`src/rtl/sync_dir_pkg.sv`:
```
`timescale 1ns/1ps
package sync_dir_pkg;
    typedef enum logic [1:0] {
        SM_OFF  = 2'b00,
        SM_OUT  = 2'b01,
        SM_IN   = 2'b10,
        SM_AUTO = 2'b11
    } sync_mode_e;

    typedef enum logic [1:0] {
        ST_IDLE,
        ST_DETECT,
        ST_IN,
        ST_OUT
    } det_state_e;

    localparam logic [4:0] RSVD_PATTERN = 5'b10000;
    localparam logic [7:0] CFG_DEFAULT  = {2'b00, 1'b0, RSVD_PATTERN};
endpackage

```
`src/rtl/sync_cfg_reg.sv`:
```
`timescale 1ns/1ps
module sync_cfg_reg
    import sync_dir_pkg::*;
(
    input  logic       clk,
    input  logic       rst_n,
    input  logic       wr_en,
    input  logic [7:0] wr_data,
    input  logic       inv_clr,
    output logic [7:0] cfg_q,
    output logic       inv_flag
);
    logic bad_wr;
    assign bad_wr = wr_en && (wr_data[4:0] != RSVD_PATTERN);

    always_ff @(posedge clk or negedge rst_n) begin
        if (!rst_n) begin
            cfg_q    <= CFG_DEFAULT;
            inv_flag <= 1'b0;
        end else begin
            if (wr_en && !bad_wr)
                cfg_q <= wr_data;
            if (bad_wr)
                inv_flag <= 1'b1;
            else if (inv_clr)
                inv_flag <= 1'b0;
        end
    end
endmodule

```
`src/rtl/sync_edge_det.sv`:
```
`timescale 1ns/1ps
module sync_edge_det #(
    parameter int STAGES = 2
) (
    input  logic clk,
    input  logic rst_n,
    input  logic pin_async,
    input  logic rise_sel,
    output logic lvl,
    output logic edge_p
);
    logic [STAGES-1:0] chain;
    logic              lvl_q;

    always_ff @(posedge clk or negedge rst_n) begin
        if (!rst_n) begin
            chain <= '0;
            lvl_q <= 1'b0;
        end else begin
            chain <= {chain[STAGES-2:0], pin_async};
            lvl_q <= chain[STAGES-1];
        end
    end

    assign lvl    = chain[STAGES-1];
    assign edge_p = rise_sel ? (lvl & ~lvl_q) : (~lvl & lvl_q);
endmodule

```
`src/rtl/sync_sqwave.sv`:
```
`timescale 1ns/1ps
module sync_sqwave #(
    parameter int PW = 8
) (
    input  logic          clk,
    input  logic          rst_n,
    input  logic          run,
    input  logic [PW-1:0] period,
    output logic          wave
);
    logic [PW-1:0] cnt;
    logic [PW-1:0] half;

    assign half = {1'b0, period[PW-1:1]};

    always_ff @(posedge clk or negedge rst_n) begin
        if (!rst_n)
            cnt <= '0;
        else if (!run || cnt >= period - PW'(1))
            cnt <= '0;
        else
            cnt <= cnt + PW'(1);
    end

    assign wave = run && (cnt < half);
endmodule

```
`src/rtl/sync_dir_resolver.sv`:
```
`timescale 1ns/1ps
module sync_dir_resolver
    import sync_dir_pkg::*;
#(
    parameter int PW      = 8,
    parameter int DET_WIN = 1024
) (
    input  logic          clk,
    input  logic          rst_n,
    input  logic          wr_en,
    input  logic [7:0]    wr_data,
    output logic [7:0]    rd_data,
    input  logic          inv_clr,
    output logic          inv_flag,
    input  logic          conv_en,
    input  logic          sync_pin,
    input  logic [PW-1:0] nom_period,
    output logic [1:0]    mode_res,
    output logic          edge_rise,
    output logic          sync_pulse,
    output logic          sync_oe,
    output logic          sync_out
);
    localparam int CW = PW + 2;
    localparam int MW = PW + 4;
    localparam int WW = $clog2(DET_WIN);

    logic [7:0]    cfg_q;
    sync_mode_e    cfg_mode;
    logic          pin_lvl, edge_raw;
    det_state_e    state, nxt;
    logic          en_q;
    logic [CW-1:0] per_cnt;
    logic          have_edge;
    logic [WW-1:0] win_cnt;
    logic [MW-1:0] per3, nom4;
    logic          fast_hit, win_done;
    sync_mode_e    res;

    sync_cfg_reg u_cfg (
        .clk(clk), .rst_n(rst_n), .wr_en(wr_en), .wr_data(wr_data),
        .inv_clr(inv_clr), .cfg_q(cfg_q), .inv_flag(inv_flag)
    );

    assign rd_data   = cfg_q;
    assign cfg_mode  = sync_mode_e'(cfg_q[7:6]);
    assign edge_rise = cfg_q[5];

    sync_edge_det #(.STAGES(2)) u_edge (
        .clk(clk), .rst_n(rst_n), .pin_async(sync_pin),
        .rise_sel(cfg_q[5]), .lvl(pin_lvl), .edge_p(edge_raw)
    );

    // period measurement between successive active edges
    assign per3     = {2'b00, per_cnt} + {1'b0, per_cnt, 1'b0};
    assign nom4     = {2'b00, nom_period, 2'b00};
    assign fast_hit = edge_raw && have_edge && (per3 < nom4);
    assign win_done = (win_cnt == WW'(DET_WIN - 1));

    always_ff @(posedge clk or negedge rst_n) begin
        if (!rst_n) begin
            per_cnt   <= '0;
            have_edge <= 1'b0;
            win_cnt   <= '0;
        end else if (state == ST_DETECT) begin
            win_cnt <= win_cnt + WW'(1);
            if (edge_raw) begin
                per_cnt   <= CW'(1);
                have_edge <= 1'b1;
            end else if (per_cnt != {CW{1'b1}}) begin
                per_cnt <= per_cnt + CW'(1);
            end
        end else begin
            per_cnt   <= '0;
            have_edge <= 1'b0;
            win_cnt   <= '0;
        end
    end

    // state register
    always_ff @(posedge clk or negedge rst_n) begin
        if (!rst_n) begin
            state <= ST_IDLE;
            en_q  <= 1'b0;
        end else begin
            state <= nxt;
            en_q  <= conv_en;
        end
    end

    always_comb begin
        nxt = state;
        if (!conv_en || cfg_mode != SM_AUTO) begin
            nxt = ST_IDLE;
        end else begin
            unique case (state)
                ST_IDLE:   if (!en_q) nxt = pin_lvl ? ST_IN : ST_DETECT;
                ST_DETECT: if (fast_hit) nxt = ST_IN;
                           else if (win_done) nxt = ST_OUT;
                ST_IN:     nxt = ST_IN;
                ST_OUT:    nxt = ST_OUT;
            endcase
        end
    end

    // outputs
    always_comb begin
        if (cfg_mode != SM_AUTO) begin
            res = cfg_mode;
        end else begin
            unique case (state)
                ST_IN:   res = SM_IN;
                ST_OUT:  res = SM_OUT;
                ST_IDLE,
                ST_DETECT: res = SM_OFF;
            endcase
        end
    end

    assign mode_res   = res;
    assign sync_oe    = (res == SM_OUT);
    assign sync_pulse = edge_raw && (res == SM_IN);

    sync_sqwave #(.PW(PW)) u_sq (
        .clk(clk), .rst_n(rst_n), .run(res == SM_OUT),
        .period(nom_period), .wave(sync_out)
    );
endmodule

```
`config.mk`:
```
export PLATFORM = sky130hd
export DESIGN_NAME = sync_dir_resolver
export DESIGN_NICKNAME = d
export VERILOG_FILES = /design/src/rtl/sync_dir_pkg.sv /design/src/rtl/sync_cfg_reg.sv /design/src/rtl/sync_edge_det.sv /design/src/rtl/sync_sqwave.sv /design/src/rtl/sync_dir_resolver.sv
export SDC_FILE = /design/constraint.sdc
export NUM_CORES = 1
export LEC_CHECK = 0
export BUFFER_PORTS_ARGS = -buffer_cell sky130_fd_sc_hd__clkbuf_2
export CORE_ASPECT_RATIO = 0.6
export CORE_UTILIZATION = 50
export CTS_CLUSTER_DIAMETER = 100
export DETAILED_ROUTE_END_ITERATION = 8
export GPL_TIMING_DRIVEN = 0
export HOLD_SLACK_MARGIN = 0.15
export PLACE_DENSITY = 0.71
export SYNTH_ARGS = -nofsm -noshare
export SYNTH_HDL_FRONTEND = slang
export SYNTH_SLANG_ARGS = --single-unit
```
`constraint.sdc`:
```
create_clock -name clk -period 3.9 [get_ports clk]
set_input_delay 0.585 -clock clk [delete_from_list [all_inputs] [get_ports clk]]
set_output_delay 0.585 -clock clk [all_outputs]
set_load 0.1 [all_outputs]
```
==> Word-level counts from Yosys, hierarchy flattened <==
Index checks and enable logic that the tools add are counted.
{ "op_classes": {"bitwise_logic": 4, "addsub": 5, "n_mux": 18, "magnitude_cmp": 3, "n_reduce_logical": 15, "eq_ne": 13} }
{ "op_table": {"columns": ["operator", "n"], "rows": [
  ["$mux 10", 4],
  ["$add 10x1->10 const B", 2],
  ["$add 10x11->12", 1],
  ["$lt 12x10->1", 1],
  ["$mux 2", 6],
  ["$eq 10x10->1 const B", 1],
  ["$ne 10x10->1 const B", 1],
  ["$add 8x1->8 const B", 1],
  ["$ge 8x8->1", 1],
  ["$lt 8x7->1", 1],
  ["$mux 8", 1],
  ["$pmux 2 s4", 1],
  ["$sub 8x1->8 const B", 1],
  ["$eq 2x2->1 const B", 3],
  ["$logic_and 1x1->1", 6],
  ["$pmux 2 s3", 1],
  ["$mux 1", 5],
  ["$ne 5x5->1 const B", 1],
  ["$eq 2x1->1 const B", 2],
  ["$ne 2x2->1 const B", 2],
  ["$ne 4x3->1 const B", 1],
  ["$logic_not 1->1", 3],
  ["$ne 3x2->1 const B", 1],
  ["$ne 3x3->1 const B", 1],
  ["7 further kinds", 10]
]} }
{ "totals": {"word_cells": 68, "regBits": 44} }

==> Longest topological paths before layout <==
{ "logic_depth": {"depth_word": 8, "ltp_mapped": 14} }

==> Hierarchy <==
From an unflattened synthesis, not the netlist that was laid out.
{ "hier_totals": {"cells_unflattened": 302, "hier_area_um2": 2934.1} }
{ "modules_own_cells": {"columns": ["module", "area_each_um2", "cells_per_inst", "n_inst", "seq_area_each_um2"], "rows": [
  ["sync_dir_resolver", 1706.6, 186, 1, 600.6],
  ["sync_sqwave", 777.0, 87, 1, 200.2],
  ["sync_cfg_reg", 352.8, 23, 1, 226.5],
  ["sync_edge_det", 97.6, 6, 1, 75.1]
]} }

==> Worst setup path after synthesis <==
OpenSTA, ideal clock, no wires.
{ "synth_path": {"path_type": "register -> output", "from": "register u_cfg.cfg_q[6]", "to": "output sync_out", "setup_slack_ps": -1756, "stages_incl_launch_ff": 4, "t_required_ps": 3315, "n_path_buf": 0, "arrival_ps": 5071, "cell_sequence": "dfrtp_1 > a21boi_0 > nand2_1 > a31oi_1"} }
{ "synth_via": {"elab_chain_len": 4} }
{ "synth_rtl": {"columns": ["item", "line", "source"], "rows": [
  ["start, declared", "sync_cfg_reg.sv:10", "output logic [7:0] cfg_q,"],
  ["start signal, assigned", "sync_cfg_reg.sv:22", "cfg_q <= wr_data;"],
  ["$ne 2x2->1", "sync_dir_resolver.sv:108", "if (cfg_mode != SM_AUTO) begin"],
  ["$mux 2 (*)", "sync_dir_resolver.sv:108", null],
  ["named net mode_res[0]", "sync_dir_resolver.sv:18", "output logic [1:0] mode_res,"],
  ["$eq 2x1->1 (*)", "sync_dir_resolver.sv:125", ".clk(clk), .rst_n(rst_n), .run(res == SM_OUT),"],
  ["$logic_and 1x1->1 (*)", "sync_sqwave.sv:25", "assign wave = run && (cnt < half);"],
  ["end, declared", "sync_dir_resolver.sv:22", "output logic sync_out"]
]} }
Mark *: on every way through the listed nets, which the timed path passes. The rest lies on a longest branch.

==> Final worst setup path <==
{ "layout_path": {"from": "register per_cnt[0]", "to": "register state[0]"} }
{ "layout_via": {"elab_chain_len": 6, "elab_cells_between_ends": 8} }
{ "layout_rtl": {"columns": ["item", "line", "source"], "rows": [
  ["start, declared", "sync_dir_resolver.sv:33", "logic [CW-1:0] per_cnt;"],
  ["start signal, assigned", "sync_dir_resolver.sv:71", "per_cnt <= per_cnt + CW'(1);"],
  ["$add 10x11->12 (*)", "sync_dir_resolver.sv:55", "assign per3 = {2'b00, per_cnt} + {1'b0, per_cnt, 1'b0};"],
  ["$lt 12x10->1 (*)", "sync_dir_resolver.sv:57", "assign fast_hit = edge_raw && have_edge && (per3 < nom4);"],
  ["$logic_and 1x1->1 (*)", "sync_dir_resolver.sv:57", null],
  ["$mux 2", "sync_dir_resolver.sv:98", "ST_DETECT: if (fast_hit) nxt = ST_IN;"],
  ["$pmux 2 s4", "sync_dir_resolver.sv:96", "unique case (state)"],
  ["$mux 2", "sync_dir_resolver.sv:93", "if (!conv_en || cfg_mode != SM_AUTO) begin"],
  ["end signal, assigned", "sync_dir_resolver.sv:86", "state <= nxt;"],
  ["end, declared", "sync_dir_resolver.sv:31", "det_state_e state, nxt;"]
]} }
Mark *: on every way between the ends. The rest lies on a longest branch, timed or not.
A chain may end at the register's enable or synchronous reset.

==> flow_metrics.env <==
export IMPL_outcome="finished, final reports clean"
export IMPL_rsz0062_at_grt="false"
export IMPL_worstMarginPinSlew_ns=1.08
export IMPL_initial_utilization=0.540
export IMPL_critPathBufInv=1
export IMPL_slowest_delay_ns=0.41
export IMPL_slew_headroom=0.281
export IMPL_wirelength_um=5790
export IMPL_initialDrtViolationCount=103
export IMPL_arrival_ns=3.38
export IMPL_grt_max_degree=45
export IMPL_grt_overflow=0
export IMPL_fillers=469
export IMPL_grt_usage=0.209
export IMPL_vdd_drop_max_v=0.000184
export IMPL_ys_flop_type="dfrtp_1"
export IMPL_cp_cell_sequence="ha_1, inv_1, fa_1, nor2b_1, o31a_1, o21a_1, nor2_1, xnor2_1, ha_1, nor2b_1, o311ai_0, nand4_1, o31a_1"
export IMPL_crit_type="reg -> reg"
export IMPL_cts_buffers_inserted=5
export IMPL_cts_tree="done"
export IMPL_n_antenna_cell=0
export IMPL_insertion_delay_ns=0.30
export IMPL_skew_ns=0.00769
export IMPL_die_area_mm2=0.00602
export IMPL_startpoint_type="flop"
export IMPL_nNetsFinal=402
export IMPL_crit_family="adder cells"
export IMPL_end_kind="flop"
export IMPL_clk_pin_slew_ns=0.09
export IMPL_cp_slowest_cell="dfrtp_1"
export IMPL_avgRoutedWirePerCell_um=13.7
export IMPL_grt_pass1_vias=2006
export IMPL_syn_to_final_growth_pct=14.1
export IMPL_grt_antenna_before_repair=0
export IMPL_avgSynthCellArea_um2=9.48
export IMPL_htreeDepth=2
export IMPL_layout_common_cells="nor2_1, dfrtp_1, clkbuf_2"
export IMPL_fmax_ghz=0.314
export IMPL_hold_class="reg -> reg"
export IMPL_utilization=0.616
export IMPL_ioPinCount=37
export IMPL_hold_viol_final=0
export IMPL_synth_fp_nets=359
export IMPL_gp_congestion=0.866
export IMPL_via_per_inst=5.22
export IMPL_io_buffers=36
export IMPL_async_flop_share=1.00
export IMPL_drv_cap=0
export IMPL_hold_buffers=0
export IMPL_syn_area_mm2=0.00285
export IMPL_worstHoldStart="u_edge.chain[0]$_DFF_PN0_"
export IMPL_seq_area_frac_synth=0.386
export IMPL_ys_types=40
export IMPL_clock_sinks=44
export IMPL_core_area_mm2=0.00528
export IMPL_dpl_worst_slack_ns=0.713
export IMPL_worstReg2RegStart="per_cnt[0]$_DFFE_PN0P_"
export IMPL_synth_edf_count=0
export IMPL_fin_cells=422
export IMPL_yosys_warnings=0
export IMPL_finalMaxSlewViolations=0
export IMPL_dp_cells=414
export IMPL_final_period_utilization=0.818
export IMPL_drive_gt1_frac=0.159
export IMPL_antenna_left=0
export IMPL_die_w_um=99.5
export IMPL_row_count=20
export IMPL_power_density_mw_per_mm2=344
export IMPL_synthCells=301
export IMPL_postCtsSetupRepairBufs=0
export IMPL_crit_required_ns=4.10
export IMPL_remaining_drc_errors=0
export IMPL_vias=2203
export IMPL_cts_root_buf="clkbuf_8"
export IMPL_die_y_um=60.5
export IMPL_critPathMaxFanout=5
export IMPL_hpwl_um=4450
export IMPL_finalCriticalPeriod_ns=3.19
export IMPL_setup_slack_ns=0.711
export IMPL_layout_commonest_cell="nor2_1"
export IMPL_ctsLongestPathBuffers=2
export IMPL_ys_ff_latch=44
export IMPL_dr_pass1_iters=5
export IMPL_startpoint="per_cnt[0]$_DFFE_PN0P_"
export IMPL_leakage_uw=0.00158
export IMPL_ctsResizeCount=0
export IMPL_setup_viol=0
export IMPL_total_power_uw=1120
export IMPL_tns_ns=0
export IMPL_grt_pass1_wl_um=9630
## worst paths after layout
check | end | slack, ns | cells past startpoint
min in group asynchronous | u_cfg.cfg_q[6]$_DFFE_PN0P_ | 0.47 | 1
max reg2reg | state[0]$_DFFE_PN0P_ | 0.71 | 13
max | state[0]$_DFFE_PN0P_ | 0.71 | 13
max in group asynchronous | have_edge$_DFFE_PN0P_ | 2.76 | 1
min | u_edge.chain[1]$_DFF_PN0_ | 0.36 | 0
min reg2reg | u_edge.chain[1]$_DFF_PN0_ | 0.36 | 0
## cell usage after synthesis, types with 2 or more instances
library cell	instances	share of area
nor2_1	44	0.058
dfrtp_1	43	0.38
ha_1	35	0.15
nand3_1	22	0.039
inv_1	21	0.028
xnor2_1	19	0.058
xor2_1	16	0.049
a21oi_1	15	0.026
nand2_1	13	0.017
and3_1	7	0.015
and2_1	6	0.013
o21ai_0	5	0.0088
a21o_1	4	0.011
nand2b_1	4	0.0088
nand4_1	4	0.0088
o21a_1	4	0.011
a21boi_0	3	0.0079
clkbuf_1	3	0.0039
mux2_2	3	0.012
nor2b_1	3	0.0066
nor4_1	3	0.0066
a211oi_1	2	0.0053
mux2i_1	2	0.0070
nor3_1	2	0.0035
o211ai_1	2	0.0053
o31a_1	2	0.0061
## metrics by stage
step | hold slack, ns | area (µm²)
floorplan | 0.289 | 2860
global placement | 0.336 | 3140
detailed placement | 0.345 | 3140
CTS | 0.365 | 3250
global route | 0.372 | 3250
finish | 0.360 | 3250
## state kept, by name, indices dropped and copies added (netlist names)
name            flops
u_sq.cnt            8
u_cfg.inv_flag      1
state               2
en_q                1
u_edge.chain        2
u_cfg.cfg_q         8
have_edge           1
win_cnt            10
u_edge.lvl_q        1
per_cnt            10
## power breakdown
part | switching (µW) | internal [µW] | total (µW)
registers | 18.1 | 472 | 491
clock network | 161 | 193 | 354
logic | 217 | 58.5 | 275
## cell families (layout without fill, tap and decap cells)
group | count (synthesis) | after routing | synth area share
AND/OR/NAND/NOR | 112 | 112 | 0.189
AO/OA/AOI/OAI | 44 | 44 | 0.104
flip-flops | 44 | 44 | 0.386
adder cells (fa/ha/maj) | 36 | 36 | 0.161
XOR/XNOR | 35 | 35 | 0.107
buffers and inverters | 25 | 69 | 0.0342
multiplexers | 5 | 5 | 0.0189
## per-layer routing
layer  track usage  part of all wire
met5             0                 0
met2         0.309              0.39
met3        0.0507             0.054
met1         0.314              0.55
met4        0.0378            0.0064
## final cells by class
class / instances / area [µm²] / share of cell area
Multi-Input combinational cell: 232 / 1660 / 0.511
Sequential cell: 44 / 1100 / 0.339
Timing Repair Buffer: 36 / 180 / 0.0554
Tap cell: 77 / 96.3 / 0.0296
Inverter: 21 / 78.8 / 0.0242
Clock buffer: 5 / 68.8 / 0.0211
Clock inverter: 3 / 46.3 / 0.0142
Buffer: 4 / 18.8 / 0.00577
(Power assumes the default switching activity.)
